`src/rtl/col_drv_pkg.sv`:
```
`timescale 1ns/1ps
package col_drv_pkg;
  // Output mode, indexed by {blank_ni, pol_i}
  typedef enum logic [1:0] {
    MODE_ALL_HI = 2'b00,
    MODE_ALL_LO = 2'b01,
    MODE_INVERT = 2'b10,
    MODE_PASS   = 2'b11
  } out_mode_e;
endpackage

```
`src/rtl/col_drv_shifter.sv`:
```
`timescale 1ns/1ps
module col_drv_shifter #(
  parameter int N_STAGES = 64
) (
  input  logic                clk_i,
  input  logic                rst_ni,
  input  logic                dir_i,
  input  logic                ser_up_i,
  input  logic                ser_dn_i,
  output logic [N_STAGES-1:0] sr_q_o,
  output logic [N_STAGES-1:0] sr_d_o
);
  localparam int LAST = N_STAGES - 1;

  logic [N_STAGES-1:0] sr_q;
  logic [N_STAGES-1:0] sr_d;

  for (genvar g = 0; g < N_STAGES; g++) begin : g_stage
    logic from_lo, from_hi;
    if (g == 0) begin : g_first
      assign from_lo = ser_up_i;
    end else begin : g_mid_lo
      assign from_lo = sr_q[g-1];
    end
    if (g == LAST) begin : g_last
      assign from_hi = ser_dn_i;
    end else begin : g_mid_hi
      assign from_hi = sr_q[g+1];
    end
    assign sr_d[g] = dir_i ? from_lo : from_hi;
  end

  always_ff @(posedge clk_i or negedge rst_ni) begin
    if (!rst_ni) sr_q <= '0;
    else         sr_q <= sr_d;
  end

  assign sr_q_o = sr_q;
  assign sr_d_o = sr_d;
endmodule

```
`src/rtl/col_drv_hold.sv`:
```
`timescale 1ns/1ps
module col_drv_hold #(
  parameter int N_STAGES = 64
) (
  input  logic                clk_i,
  input  logic                rst_ni,
  input  logic                en_i,
  input  logic [N_STAGES-1:0] sr_q_i,
  input  logic [N_STAGES-1:0] sr_d_i,
  output logic [N_STAGES-1:0] hold_o
);
  logic [N_STAGES-1:0] held_q;

  // Capture the post-edge chain value so a later enable drop keeps it
  always_ff @(posedge clk_i or negedge rst_ni) begin
    if (!rst_ni)   held_q <= '0;
    else if (en_i) held_q <= sr_d_i;
  end

  // Transparent path while enabled
  assign hold_o = en_i ? sr_q_i : held_q;
endmodule

```
`src/rtl/col_drv_outmux.sv`:
```
`timescale 1ns/1ps
module col_drv_outmux
  import col_drv_pkg::*;
#(
  parameter int N_STAGES = 64
) (
  input  logic                blank_ni,
  input  logic                pol_i,
  input  logic [N_STAGES-1:0] data_i,
  output logic [N_STAGES-1:0] chan_o
);
  out_mode_e mode;
  assign mode = out_mode_e'({blank_ni, pol_i});

  for (genvar g = 0; g < N_STAGES; g++) begin : g_ch
    always_comb begin
      unique case (mode)
        MODE_ALL_HI: chan_o[g] = 1'b1;
        MODE_ALL_LO: chan_o[g] = 1'b0;
        MODE_INVERT: chan_o[g] = ~data_i[g];
        default:     chan_o[g] = data_i[g];
      endcase
    end
  end
endmodule

```
`src/rtl/col_drv_core.sv`:
```
`timescale 1ns/1ps
module col_drv_core #(
  parameter int N_STAGES = 64
) (
  input  logic                clk_i,
  input  logic                rst_ni,
  input  logic                dir_i,
  input  logic                hold_en_i,
  input  logic                blank_ni,
  input  logic                pol_i,
  input  logic                pin_a_i,
  output logic                pin_a_o,
  output logic                pin_a_oe_o,
  input  logic                pin_b_i,
  output logic                pin_b_o,
  output logic                pin_b_oe_o,
  output logic [N_STAGES-1:0] chan_o
);
  localparam int LAST = N_STAGES - 1;

  logic [N_STAGES-1:0] sr_q, sr_d, hold;

  col_drv_shifter #(.N_STAGES(N_STAGES)) u_shift (
    .clk_i    (clk_i),
    .rst_ni   (rst_ni),
    .dir_i    (dir_i),
    .ser_up_i (pin_a_i),
    .ser_dn_i (pin_b_i),
    .sr_q_o   (sr_q),
    .sr_d_o   (sr_d)
  );

  col_drv_hold #(.N_STAGES(N_STAGES)) u_hold (
    .clk_i  (clk_i),
    .rst_ni (rst_ni),
    .en_i   (hold_en_i),
    .sr_q_i (sr_q),
    .sr_d_i (sr_d),
    .hold_o (hold)
  );

  col_drv_outmux #(.N_STAGES(N_STAGES)) u_out (
    .blank_ni (blank_ni),
    .pol_i    (pol_i),
    .data_i   (hold),
    .chan_o   (chan_o)
  );

  // Cascade: far end in each direction
  assign pin_a_o    = sr_q[0];
  assign pin_b_o    = sr_q[LAST];
  assign pin_a_oe_o = ~dir_i;
  assign pin_b_oe_o = dir_i;
endmodule

```
`config.mk`:
```
export PLATFORM = sky130hd
export DESIGN_NAME = col_drv_core
export DESIGN_NICKNAME = d
export VERILOG_FILES = /design/src/rtl/col_drv_pkg.sv /design/src/rtl/col_drv_shifter.sv /design/src/rtl/col_drv_hold.sv /design/src/rtl/col_drv_outmux.sv /design/src/rtl/col_drv_core.sv
export SDC_FILE = /design/constraint.sdc
export NUM_CORES = 1
export LEC_CHECK = 0
export ABC_AREA = 1
export BUFFER_PORTS_ARGS = -buffer_cell sky130_fd_sc_hd__buf_2
export CAP_MARGIN = 0
export CELL_PAD_IN_SITES_DETAIL_PLACEMENT = 1
export CELL_PAD_IN_SITES_GLOBAL_PLACEMENT = 1
export CORE_ASPECT_RATIO = 1.25
export CORE_MARGIN = 2
export CORE_UTILIZATION = 34
export CTS_CLUSTER_DIAMETER = 120
export DETAILED_ROUTE_END_ITERATION = 16
export HOLD_SLACK_MARGIN = 0.05
export PLACE_DENSITY_LB_ADDON = 0.1
export SLEW_MARGIN = 20
export SYNTH_ARGS = -nofsm -noshare
export SYNTH_HDL_FRONTEND = slang
export SYNTH_HIERARCHICAL = 1
export SYNTH_SLANG_ARGS = --single-unit
```
`constraint.sdc`:
```
create_clock -name clk_i -period 2.3 [get_ports clk_i]
set_input_delay 0.69 -clock clk_i [delete_from_list [all_inputs] [get_ports clk_i]]
set_output_delay 0.69 -clock clk_i [all_outputs]
set_load 0.05 [all_outputs]
```
==> impl_metrics.csv <==
group,metric,value,unit
outcome,outcome,"finished, violations left",
outcome,failed_checks,"setup timing",
cts,tritoncts,"built",
cts,clk_latency,0.42,ns
cts,cts.sinks,128,
placement,port_buffers,75,
floorplanning,initial_utilization,0.3475,
detailed_routing,ant_nets,0,
worst_setup_path,crit_type,"in -> out",
global_routing,use_met1,0.2459,
worst_setup_path,timing.rr.end,"u_hold/held_q[6]",
power_and_ir_drop,ir_worst_vdd,0.0004594,V
sta,final_max_slew_viol_count,0,
power_and_ir_drop,p_sw,0.001853,W
global_routing,antenna_found_initial,0,
power_and_ir_drop,internal-power,0.004419,W
sta,setup_violations,13,
global_routing,gr-total-overflow,0,
worst_setup_path,r2r-start,"u_shift/sr_q_o[5]",
final_layout,nNetsFinal,1090,
synthesis,netlist-cell-type-count,9,
sta,slew_headroom,0.5015,
synthesis,synth-seq-cells,128,
final_layout,fin_area,9279,um2
worst_setup_path,r2r_slack,1.36,ns
detailed_routing,drt_first_pass_iters,4,
sta,finalCritPeriodShare,1.012,
global_routing,grt.met2_usage,0.3855,
global_routing,use_met3,0.02931,
detailed_routing,wire_per_inst,15.65,um
worst_setup_path,cp.required,1.61,ns
sta,postLayoutSetupSlackWorst,-0.02776,ns
floorplanning,die_w,130.2,um
placement,post_dp_cell_area,7621,um2
job,maxCapViolCount,0,
global_routing,grt_util_all_layers,0.2078,
worst_setup_path,startpoint_type,"input pin",
worst_setup_path,cp_max_fo,8,
synthesis,yosysWarnings,6,
floorplanning,dieArea,21050,um2
worst_setup_path,cp-end-kind,"output port",
cts,clockBufferDepth,2,
floorplanning,pin_count,76,
power_and_ir_drop,power.density,675.9,nW/um2
worst_setup_path,reg2regPathDepth,4,
floorplanning,coreArea,19470,um2
detailed_routing,num_vias,6417,
cts,path_clk_slew,0.06,ns
worst_setup_path,crit_path_end,"chan_o[2]",
sta,worstMarginPinSlew,0.7478,ns
detailed_routing,drc_errors,0,
power_and_ir_drop,power,0.006272,W
cts,cts_max_level,4,
synthesis,syn_nets,969,
sta,fmax,429.6,MHz
power_and_ir_drop,seq_power_share,0.389,
synthesis,yosys.area.top_type,"dfrtp_1",
power_and_ir_drop,swShare,0.2954,
cts,cts.hold.buffers_added,0,
synthesis,synth_area,6765,um2
final_layout,num_antenna_cells,0,
sta,hold_viol,0,
synthesis,yosysTopAreaCellShare,0.4735,
final_layout,drive_above_1_share,0.2484,
synthesis,synthTopCellsByArea,"dfrtp_1 47%, nand2_1 39%, buf_6 4.8%, nand3_1 4.7%, clkbuf_8 2.0%",
power_and_ir_drop,combPwrFrac,0.203,
cts,numCtsBuffers,17,
power_and_ir_drop,clockPowerShare,0.408,
floorplanning,std_cell_rows,57,
cts,cts_root_buf,"clkbuf_16",
floorplanning,die_h,161.7,um
global_routing,grt_pass1_vias,6862,
placement,dp_hpwl,12820,um
sta,clock-skew-final,0.007257,ns
final_layout,final_util,0.4766,
sta,min_period,2.328,ns
detailed_routing,first_iter_violations,213,
worst_setup_path,crit_start,"hold_en_i",
worst_setup_path,critical_path_arrival,1.64,ns
sta,setup-tns-final,-0.1452,ns
detailed_routing,finalWirelength,21280,um
final_layout,area_delta_synth_final,37.16,%
detailed_routing,routed_via_density,4.718,
placement,preCtsSetupSlack,-0.2126,ns
global_routing,grt_pass1_wl,34240,um
worst_hold_path,min_path_type,"in -> async",
placement,place.gp.congestion,0.7222,
global_routing,grt_max_degree,70,
synthesis,synthCells,961,
power_and_ir_drop,power_leakage,5.251,nW
synthesis,synth.avg_cell_area,7.040,um2
sta,rsz0062_at_grt,"true",
global_routing,busiest_layer,"met2",
synthesis,yosysSeqAreaShare,0.4735,
-- worst min path at each step --
| stage | to | cells past startpoint |
|---|---|---|
| after floorplan | u_hold/held_q[0] | 0 |
| after global placement | u_hold/held_q[14] | 2 |
| after detailed placement | u_hold/held_q[12] | 2 |
| after CTS | u_shift/sr_q_o[60] | 2 |
| after global routing | u_shift/sr_q_o[60] | 2 |
| final | u_shift/sr_q_o[60] | 2 |
-- final cells by class --
class                      count  area [um2]
clock buffer                  26       499.2
clock inverter                 6       55.05
fill                        2435       10190
inverter                       4       31.28
multi-input combinational    768        3193
sequential                   128        3203
tap                          265       331.6
timing repair buffer         163        1966
-- power groups by stage --
stage	clock network, W	logic, W	registers, W
2_1_floorplan	0	0.000726	0.00246
3_3_place_gp	0	0.00101	0.00247
3_5_place_dp	0	0.00102	0.00247
4_1_cts	0.00261	0.00122	0.00243
5_1_grt	0.00271	0.00138	0.00245
6_report	0.00256	0.00128	0.00244
-- routing by layer --
| layer | wire length (um) | part of all wire | vias up |
|---|---|---|---|
| met1 | 9114 | 0.43 | 3159 |
| met3 | 449 | 0.021 | 22 |
| li1 | - | - | 3169 |
| met2 | 11400 | 0.54 | 67 |
| met4 | 317 | 0.015 | 0 |
| met5 | 0 | 0 | - |
-- critical path, stage by stage --
cell and delay [ns]:
buf_12 0.13, buf_12 0.16, buf_16 0.15, nand2_2 0.05, nand2_2 0.07, nand2_1 0.06, nand2_1 0.08, nand2_2 0.08
buf_8 0.15
-- logic make-up after synthesis --
| logic type | count (synthesis) | synth area share |
|---|---|---|
| buffers and inverters | 65 | 0.08859 |
| flip-flops | 128 | 0.4735 |
| AND/OR/NAND/NOR | 768 | 0.4380 |
-- Yosys cell counts --
master / n
buf_2: 18
buf_4: 4
buf_6: 29
clkbuf_8: 10
dfrtp_1: 128
inv_1: 1
inv_2: 3
nand2_1: 704
nand3_1: 64
-- timing repair --
| item | in CTS | in global routing |
|---|---|---|
| pin swaps | 22 | 32 |
| setup endpoints to repair | 64 | 64 |
| gates cloned | 8 | 4 |
| buffers inserted | 3 | 3 |
| resized for setup | 165 | 75 |
-- through the flow --
| step | hold slack [ns] | instances |
|---|---|---|
| detailed placement | 0.4542 | 1310 |
| global route | 0.3042 | 1360 |
| finish | 0.2804 | 1360 |
| CTS | 0.2870 | 1353 |
| floorplan | 0.3944 | 961 |
| global placement | 0.4486 | 1310 |
-- placed cells by master (no fill, tap or decap) --
cell and count:
clkbuf_8 4, bufinv_16 1, buf_2 8, buf_16 7, nand2_1 628, buf_4 61, nand3_2 3, clkbuf_1 5
clkbuf_16 21, nand3_1 61, buf_8 12, buf_12 15, buf_6 53, nand2_4 5, bufbuf_16 3, nand2_2 71
inv_2 2, clkinv_2 5, dfrtp_1 128, inv_1 1, inv_16 1
-- flip-flops by register name, indices dropped and copies added, names as in the netlist --
name            cells
u_shift/sr_q_o     64
u_hold/held_q      64
No activity file was read; power rests on OpenSTA's default activity.
